`src/rtl/tri_bank_pkg.sv`:
```
package tri_bank_pkg;
   typedef enum logic {
      ACC_COL = 1'b0,
      ACC_ROW = 1'b1
   } acc_mode_e;

   function automatic bit is_pow2(input int v);
      return (v >= 2) && ((v & (v - 1)) == 0);
   endfunction
endpackage

```
`src/rtl/tri_bank_addr_gen.sv`:
```
module tri_bank_addr_gen
   import tri_bank_pkg::*;
#(
   parameter int P  = 8,
   parameter int IW = $clog2(P)
) (
   input  acc_mode_e              mode,
   input  logic [IW-1:0]          idx,
   output logic [P-1:0][IW-1:0]   bank_addr
);
   for (genvar b = 0; b < P; b++) begin : g_bank
      // column: every bank at word t; row: bank b at word (b - t) mod P
      assign bank_addr[b] = (mode == ACC_COL) ? idx : (IW'(b) - idx);
   end
endmodule

```
`src/rtl/tri_bank_ram.sv`:
```
module tri_bank_ram #(
   parameter int DEPTH = 8,
   parameter int DW    = 16,
   parameter int AW    = $clog2(DEPTH)
) (
   input  logic          clk,
   input  logic          en,
   input  logic          we,
   input  logic [AW-1:0] addr,
   input  logic [DW-1:0] wdata,
   output logic [DW-1:0] rdata
);
   logic [DW-1:0] mem [DEPTH];

   always_ff @(posedge clk) begin
      if (en) begin
         if (we) mem[addr] <= wdata;
         else    rdata     <= mem[addr];
      end
   end
endmodule

```
`src/rtl/tri_lane_rotator.sv`:
```
module tri_lane_rotator #(
   parameter int P  = 8,
   parameter int DW = 16,
   parameter int IW = $clog2(P)
) (
   input  logic [P-1:0][DW-1:0] din,
   input  logic [IW-1:0]        shift,
   output logic [P-1:0][DW-1:0] dout
);
   for (genvar l = 0; l < P; l++) begin : g_lane
      // output lane l takes bank (l + shift) mod P
      assign dout[l] = din[IW'(l) + shift];
   end
endmodule

```
`src/rtl/tri_shuffle_mem.sv`:
```
module tri_shuffle_mem
   import tri_bank_pkg::*;
#(
   parameter int P            = 8,
   parameter int DW           = 16,
   parameter bit ZERO_INVALID = 1'b1,
   localparam int IW          = $clog2(P),
   localparam int SW          = IW + 1
) (
   input  logic            clk,
   input  logic            rst_n,
   input  logic            rd_en,
   input  logic            rd_mode,
   input  logic [IW-1:0]   rd_idx,
   input  logic [SW-1:0]   cfg_size,
   input  logic            wr_en,
   input  logic [IW-1:0]   wr_row,
   input  logic [IW-1:0]   wr_col,
   input  logic [DW-1:0]   wr_data,
   output logic            rd_valid,
   output logic [P*DW-1:0] rd_data,
   output logic [P-1:0]    rd_lane_ok,
   output logic            wr_err
);
   // elaboration-time parameter checks
   if (!is_pow2(P)) begin : g_bad_p
      $error("tri_shuffle_mem: P must be a power of two and at least 2");
   end
   if (DW < 1) begin : g_bad_dw
      $error("tri_shuffle_mem: DW must be positive");
   end

   acc_mode_e              mode_in;
   logic                   wr_accept;
   logic [IW-1:0]          wr_bank;
   logic [SW-1:0]          size_eff;
   logic [P-1:0][IW-1:0]   rd_addr;
   logic [P-1:0]           bank_we;
   logic [P-1:0]           bank_en;
   logic [P-1:0][IW-1:0]   bank_addr;
   logic [P-1:0][DW-1:0]   bank_rdata;
   logic [P-1:0][DW-1:0]   lane_data;

   acc_mode_e              mode_q;
   logic [IW-1:0]          idx_q;
   logic [SW-1:0]          size_q;
   logic [P-1:0]           blocked_q;
   logic                   valid_q;
   logic                   err_q;

   assign mode_in   = acc_mode_e'(rd_mode);
   assign wr_accept = wr_en && (wr_col <= wr_row);
   assign wr_bank   = wr_row + wr_col;
   assign size_eff  = (cfg_size > SW'(P)) ? SW'(P) : cfg_size;

   tri_bank_addr_gen #(.P(P), .IW(IW)) u_addr (
      .mode      (mode_in),
      .idx       (rd_idx),
      .bank_addr (rd_addr)
   );

   for (genvar b = 0; b < P; b++) begin : g_bank
      assign bank_we[b]   = wr_accept && (wr_bank == IW'(b));
      assign bank_en[b]   = bank_we[b] || rd_en;
      assign bank_addr[b] = bank_we[b] ? wr_col : rd_addr[b];

      tri_bank_ram #(.DEPTH(P), .DW(DW), .AW(IW)) u_ram (
         .clk   (clk),
         .en    (bank_en[b]),
         .we    (bank_we[b]),
         .addr  (bank_addr[b]),
         .wdata (wr_data),
         .rdata (bank_rdata[b])
      );
   end

   // request context registered alongside the bank data
   always_ff @(posedge clk or negedge rst_n) begin
      if (!rst_n) begin
         valid_q   <= 1'b0;
         err_q     <= 1'b0;
         mode_q    <= ACC_COL;
         idx_q     <= '0;
         size_q    <= '0;
         blocked_q <= '0;
      end else begin
         valid_q <= rd_en;
         err_q   <= wr_en && !wr_accept;
         if (rd_en) begin
            mode_q    <= mode_in;
            idx_q     <= rd_idx;
            size_q    <= size_eff;
            blocked_q <= bank_we;
         end
      end
   end

   tri_lane_rotator #(.P(P), .DW(DW), .IW(IW)) u_rot (
      .din   (bank_rdata),
      .shift (idx_q),
      .dout  (lane_data)
   );

   for (genvar l = 0; l < P; l++) begin : g_lane
      localparam logic [SW-1:0] LW = SW'(l);
      logic [IW-1:0] src_bank;
      logic          col_in;
      logic          row_in;
      logic          ok;

      assign src_bank = IW'(l) + idx_q;
      assign col_in   = (LW >= {1'b0, idx_q}) && (LW < size_q);
      assign row_in   = (LW <= {1'b0, idx_q}) && ({1'b0, idx_q} < size_q);
      assign ok       = valid_q && !blocked_q[src_bank] &&
                        ((mode_q == ACC_COL) ? col_in : row_in);
      assign rd_lane_ok[l] = ok;

      if (ZERO_INVALID) begin : g_zero
         assign rd_data[l*DW +: DW] = ok ? lane_data[l] : '0;
      end else begin : g_pass
         assign rd_data[l*DW +: DW] = lane_data[l];
      end
   end

   assign rd_valid = valid_q;
   assign wr_err   = err_q;

   // assertions
   AST_RESET_QUIET: assert property (@(posedge clk)
      !rst_n |-> (!rd_valid && !wr_err && rd_lane_ok == '0));

   AST_VALID_FOLLOWS_REQ: assert property (@(posedge clk) disable iff (!rst_n)
      rd_en |=> rd_valid);

   AST_NO_VALID_WITHOUT_REQ: assert property (@(posedge clk) disable iff (!rst_n)
      !rd_en |=> !rd_valid);

   AST_LANES_QUIET: assert property (@(posedge clk) disable iff (!rst_n)
      !rd_valid |-> (rd_lane_ok == '0));

   AST_UPPER_WRITE_FLAGGED: assert property (@(posedge clk) disable iff (!rst_n)
      (wr_en && (wr_col > wr_row)) |=> wr_err);

   AST_UPPER_WRITE_NO_BANK: assert property (@(posedge clk) disable iff (!rst_n)
      (wr_en && (wr_col > wr_row)) |-> (bank_we == '0));

   AST_ONE_BANK_WRITTEN: assert property (@(posedge clk) disable iff (!rst_n)
      $onehot0(bank_we));

   AST_COLLISION_LANE_DROPPED: assert property (@(posedge clk) disable iff (!rst_n)
      (rd_en && wr_accept) |=> ($countones(rd_lane_ok) < P));
endmodule

```
`config.mk`:
```
export PLATFORM = sky130hd
export DESIGN_NAME = tri_shuffle_mem
export DESIGN_NICKNAME = d
export VERILOG_FILES = /design/src/rtl/tri_bank_pkg.sv /design/src/rtl/tri_bank_addr_gen.sv /design/src/rtl/tri_bank_ram.sv /design/src/rtl/tri_lane_rotator.sv /design/src/rtl/tri_shuffle_mem.sv
export SDC_FILE = /design/constraint.sdc
export NUM_CORES = 2
export LEC_CHECK = 0
export ABC_AREA = 1
export BUFFER_PORTS_ARGS = -buffer_cell sky130_fd_sc_hd__buf_2
export CORE_MARGIN = 3
export CORE_UTILIZATION = 51
export CTS_BUF_LIST = sky130_fd_sc_hd__clkbuf_4
export DETAILED_ROUTE_END_ITERATION = 16
export GPL_TIMING_DRIVEN = 0
export PLACE_DENSITY = 0.64
export SYNTH_ARGS = -nofsm -noshare
export SYNTH_HDL_FRONTEND = slang
export SYNTH_SLANG_ARGS = --single-unit
```
`constraint.sdc`:
```
create_clock -name clk -period 6.4 [get_ports clk]
set_input_delay 1.28 -clock clk [delete_from_list [all_inputs] [get_ports clk]]
set_output_delay 1.28 -clock clk [all_outputs]
set_load 0.05 [all_outputs]
```
# Word-level counts from Yosys, hierarchy flattened
# Memory sizes are Yosys's and may differ from the RTL's. A register that Yosys moved wholly into a read port is not among the register bits.
# Index checks and enable logic that the tools add are counted.
# word_totals
mem_bits_rw	1024
word_cells	233
regBits	18
latchBits	0
n_memories	8
inputBits	34
out_inout_bits	138
romBits	0
# op_classes
reduce_logical	66
shift	0
eq_ne	7
order_cmp	33
n_bitwise	8
muxes	89
n_mul	0
add_sub_neg	16
div_mod_pow	0
# mem_list
name	depth	word_bits	read_ports	rd_ports_with_merged_regs	write_ports	line	text
g_bank[0].u_ram.mem	8	16	1	1	1	tri_bank_ram.sv:13	logic [DW-1:0] mem [DEPTH];
g_bank[1].u_ram.mem	8	16	1	1	1	tri_bank_ram.sv:13	
g_bank[2].u_ram.mem	8	16	1	1	1	tri_bank_ram.sv:13	
g_bank[3].u_ram.mem	8	16	1	1	1	tri_bank_ram.sv:13	
g_bank[4].u_ram.mem	8	16	1	1	1	tri_bank_ram.sv:13	
g_bank[5].u_ram.mem	8	16	1	1	1	tri_bank_ram.sv:13	
+2 memories	--	--	--	--	--	--	
# op_table
operator	n
binary-select mux 16 bit (select 3 bit)	8
2-to-1 mux 16 bit	16
2-to-1 mux 3 bit	16
logical AND 1 bit	40
2-to-1 mux 1 bit	40
< comparator 3 x 4 -> 1 bit (second input constant)	8
binary-select mux 1 bit (select 3 bit)	8
< comparator 3 x 4 -> 1 bit (first input constant)	4
AND reduction 2 bit	8
adder 3 bit (first input constant)	4
== test 3 bit (second input constant)	4
<= comparator 3 bit (first input constant)	4
subtractor 3 bit (first input constant)	4
>= comparator 3 bit (first input constant)	3
logical NOT 1 bit	9
logical OR 1 bit	8
< comparator 1 x 4 -> 1 bit (first input constant)	2
< comparator 2 x 4 -> 1 bit (first input constant)	2
inverter 1 bit	8
adder 2 x 3 -> 3 bit (first input constant)	2
== test 3 x 2 -> 1 bit (second input constant)	2
>= comparator 1 x 3 -> 1 bit (first input constant)	2
>= comparator 2 x 3 -> 1 bit (first input constant)	2
<= comparator 2 x 3 -> 1 bit (first input constant)	2
other kinds (11)	13

# Logic depth before layout (Yosys ltp)
# logic_depth
word_depth	7
ltp_mapped	17
ltp_nobuf	14

# Hierarchy
# Synthesis repeated with hierarchy kept, for this count alone.
# hier_totals
cells_unflattened	5842
area_unflattened_um2	54997.7
# modules_own_cells
mod	instances	area_per_inst_um2	seq_area_each_um2	cells_each
tri_bank_ram	8	5846.9	4324.1	517
tri_lane_rotator	1	4509.3	0.0	1000
tri_shuffle_mem	1	3393.3	450.4	649
tri_bank_addr_gen	1	320.3	0.0	57

# Worst setup path after synthesis
# No wires, ideal clock.
# synth_timing
kind	reg2out
start	register idx_q[1]
end	output port rd_data[54]
path_stages_with_launch	11
slack_ns	1.627
required_time_ns	5.120
path_buffers	3
t_arrival_ns	3.493
cell_sequence	dfrtp_1 clkinv_1 clkbuf_1 clkbuf_1 ha_1 xnor2_2 clkinv_1 nand2_1 nand4_1 clkbuf_1 nor3_1
# synth_via
elab_chain_len	7
elab_cells_between_ends	15
classes_between	1 x add/sub; 3 x order compare; 6 x mux; 5 x reduce/logical
# synth_rtl
item	line	text
from (decl)	tri_shuffle_mem.sv:45	logic [IW-1:0] idx_q;
from (signal assigned)	tri_shuffle_mem.sv:91	idx_q <= rd_idx;
adder 2 x 3 -> 3 bit	tri_lane_rotator.sv:12, tri_shuffle_mem.sv:111	
binary-select mux 1 bit (select 3 bit)	tri_shuffle_mem.sv:114	assign ok = valid_q && !blocked_q[src_bank] &&
2-to-1 mux 1 bit (not written as such)	tri_shuffle_mem.sv:114	
logical NOT 1 bit	tri_shuffle_mem.sv:114	
logical AND 1 bit (2 in series)	tri_shuffle_mem.sv:114	
2-to-1 mux 16 bit *	tri_shuffle_mem.sv:119	assign rd_data[l*DW +: DW] = ok ? lane_data[l] : '0;
to (decl)	tri_shuffle_mem.sv:21	output logic [P*DW-1:0] rd_data,
# Every way passes the cells marked *; elsewhere a longest branch is shown, timed or not. The select of a mux whose other input is x is not followed.

# Worst setup path after layout
# layout_timing
start	register idx_q[1]
end	output port rd_data[92]
# layout_via
elab_chain_len	7
elab_cells_between_ends	15
classes_between	1 x add/sub; 3 x order compare; 6 x mux; 5 x reduce/logical
# layout_rtl
item	line
adder 3 bit	tri_lane_rotator.sv:12, tri_shuffle_mem.sv:111
binary-select mux 1 bit (select 3 bit)	tri_shuffle_mem.sv:114
2-to-1 mux 1 bit (not written as such)	tri_shuffle_mem.sv:114
logical NOT 1 bit	tri_shuffle_mem.sv:114
logical AND 1 bit (2 in series)	tri_shuffle_mem.sv:114
2-to-1 mux 16 bit *	tri_shuffle_mem.sv:119
# Marks and branches as above.

==> run_results.csv <==
group,metric,value,unit
finish,nFillCells,9834,
place,place_area,59700,um2
clock_tree,clock_latency,1180,ps
clock_tree,cts_max_level,5,
status,status,"completed",
synthesis,yosysUniqueCellTypes,37,
power,p_sw,0.00610,W
place,place.gp.congestion,1.05,
grt,grt_max_degree,65,
routing,post-route-drc-count,0,
synthesis,ys_seq_area_share,61.9,%
clock_tree,cts_made_buffers,322,
sta,hold_viol_final,0,
run,drv_cap,0,
routing,vias_per_cell,5.09,
power,p_clk_share,33.7,%
synthesis,synth_compound_area_share,2.94,%
worst_setup_path,crit_type,"register to output port",
finish,stdcell_area,63800,um2
power,pwr-share-seq,46.1,%
sta,setup_viol,0,
power,power.leakage,30.2,nW
sta,max_freq,0.162,GHz
floorplan,io_pins,172,
clock_tree,cts_tree,"done",
power,internal-power,0.0129,W
clock_tree,clkSlewWorstSetupHoldPaths,60,ps
floorplan,dieArea,115000,um2
worst_setup_path,cp-end-kind,"output port",
finish,layout-drive-gt1-share,14.2,%
worst_setup_path,crit_fanout,18,
synthesis,synth_nets,6325,
power,p_sw_share,32.1,%
place,portBuffers,169,
grt,grt_antenna_before_repair,3,
clock_tree,cts.path.max_buffers,4,
floorplan,die_h,339,um
worst_setup_path,cp-start-kind,"register",
finish,finalNetCount,6836,
sta,slew_viol_final,0,
sta,rsz0062_at_grt,"no",
sta,setup-tns-final,0,ps
grt,grt_pass1_vias,39540,
synthesis,synth-xor-area-share,0.0906,%
synthesis,syn_inst,6272,
worst_setup_path,critical_path_required,5120,ps
routing,vias,43060,
power,vdd_ir_drop_max,0.188,mV
power,comb_power_share,20.1,%
grt,grt_usage,29.9,%
floorplan,core_region_area,110000,um2
worst_setup_path,cp.arrival,4910,ps
floorplan,start_util,51.7,%
synthesis,ys_ff_latch,1170,
finish,syn_to_final_growth,12.5,%
sta,skew,79.3,ps
synthesis,yosysWarnings,0,
sta,fin_crit,6190,ps
sta,tightest_slew,1370,ps
finish,seqCellArea,35000,um2
floorplan,die_x,339,um
floorplan,row_count,121,
power,cellPowerDensity,299,nW/um2
routing,post_drt_wl_per_cell,20.5,um
routing,first_iter_violations,4896,
power,power,0.0190,W
place,dp_hpwl,125,mm
finish,layout_commonest_cell,"nand2_1",
synthesis,synth_top_family_by_area,"simple AND/OR/NAND/NOR gates",
grt,grt_pass1_wl,253,mm
routing,ant_nets,0,
finish,finish.utilization,58.2,%
clock_tree,root_buffer,"clkbuf_4",
routing,firstDrtPassIters,6,
synthesis,syn-cell-area,56600,um2
sta,fin_crit_sh,96.7,%
synthesis,synthAdderAreaFrac,0.433,%
synthesis,synth.area.mux_share,0,%
finish,multiInputGateArea,14800,um2
grt,grt.overflow.total,0,
clock_tree,clkSinkCount,1170,
sta,relSlewSlack,8.65,%
synthesis,syn_avg_cell_area,9.03,um2
synthesis,synth-simple-area-share,22.4,%
worst_hold_path,hold_class,"primary input to register",
finish,final_cell_mix,"nand2_1, inv_1, edfxtp_1, nand3_1, clkbuf_4",
routing,wirelength,174,mm
==> state kept, by name, indices dropped and copies added (netlist names) <==
name	cells
blocked_q	8
size_q	4
g_bank.u_ram.mem	1024
idx_q	3
rd_valid	1
wr_err	1
g_bank.u_ram.rdata	128
mode_q	1
==> what timing repair did <==
item	CTS	global route
gates cloned	0	0
setup buffers	0	0
endpoints found under the hold margin	4	0
endpoints found under the setup margin	82	48
hold buffers	1	0
resized for setup	24	7
==> worst max-delay path, cell delays in order, from the launching register on <==
cell and delay (ps):
dfrtp_2 500, clkinv_2 280, clkbuf_4 340, ha_2 470
inv_1 170, clkbuf_2 260, clkbuf_1 270, o21ai_0 850
nand2_1 130, nand2_1 220, nor2_1 70, buf_2 220
==> area by class of cell <==
type | count | share of cell area [%]
Sequential cell | 1170 | 55.0
Multi-Input combinational cell | 3364 | 23.3
Inverter | 1484 | 8.74
Clock buffer | 448 | 5.28
Tap cell | 1476 | 2.90
Buffer | 252 | 2.18
Timing Repair Buffer | 189 | 1.95
Clock inverter | 83 | 0.736
Antenna cell | 1 | 0.00393
==> through the flow <==
stage                     setup WS, ps  hold WS (ps)  std cells
after floorplan                   1630           504       6272
after global placement             272           528       7917
after detailed placement           313           537       7930
after CTS                         60.7           179       8460
after global routing              22.4           216       8467
final                              213           313       8467
==> synth_stat cells, drive strengths merged <==
library cell	instances	area, um2
nand2	2158	8190
inv	1477	5540
edfxtp	1152	34600
nand3	528	2710
o21ai	310	1550
nor2	241	1240
buf	183	1110
clkbuf	71	268
nand4	49	350
nor3	19	95.1
dfrtp	18	450
ha	18	225
and3	16	100
a31oi	7	43.8
clkinv	7	26.3
a21oi	5	25.0
xnor2	5	51.3
o211ai	3	22.5
a21boi	1	7.51
and2	1	6.26
fa	1	20.0
o21a	1	7.51
o21bai	1	7.51
==> per-layer routing <==
layer	global-route usage, %	routed length (um)
met1	44.6	76300
met2	42.7	73000
met3	8.47	20500
met4	8.50	3980
met5	0	6
==> worst paths after layout <==
check,depth (start not counted),end,from,slack [ps]
worst min register to register,2,blocked_q[7]$_DFFE_PN0P_,blocked_q[7]$_DFFE_PN0P_,550
max in group asynchronous,2,idx_q[1]$_DFFE_PN0P_,rst_n,5330
min in group asynchronous,2,rd_valid$_DFF_PN0_,rst_n,650
worst max register to register,4,idx_q[2]$_DFFE_PN0P_,idx_q[2]$_DFFE_PN0P_,4600
worst max-delay path,11,rd_data[92],idx_q[1]$_DFFE_PN0P_,210
worst min-delay path,1,rd_valid$_DFF_PN0_,rd_en,310
==> power groups by stage <==
stage	sequential, W	combinational, W	clock, W
after floorplan	0.00890	0.00221	0
after global placement	0.00895	0.00364	0
after detailed placement	0.00895	0.00369	0
after CTS	0.00879	0.00372	0.00655
after global routing	0.00880	0.00409	0.00700
final	0.00879	0.00383	0.00643
==> cells by family (layout without fill, tap and decap cells) <==
kind of cell | count (synthesis) | in the layout
AO/OA/AOI/OAI | 328 | 328
XOR/XNOR | 5 | 5
adder cells (fa/ha/maj) | 19 | 19
buffers and inverters | 1738 | 2456
flip-flops | 1170 | 1170
other | 0 | 1
AND/OR/NAND/NOR | 3012 | 3012
No activity file was read; power rests on OpenSTA's default activity.
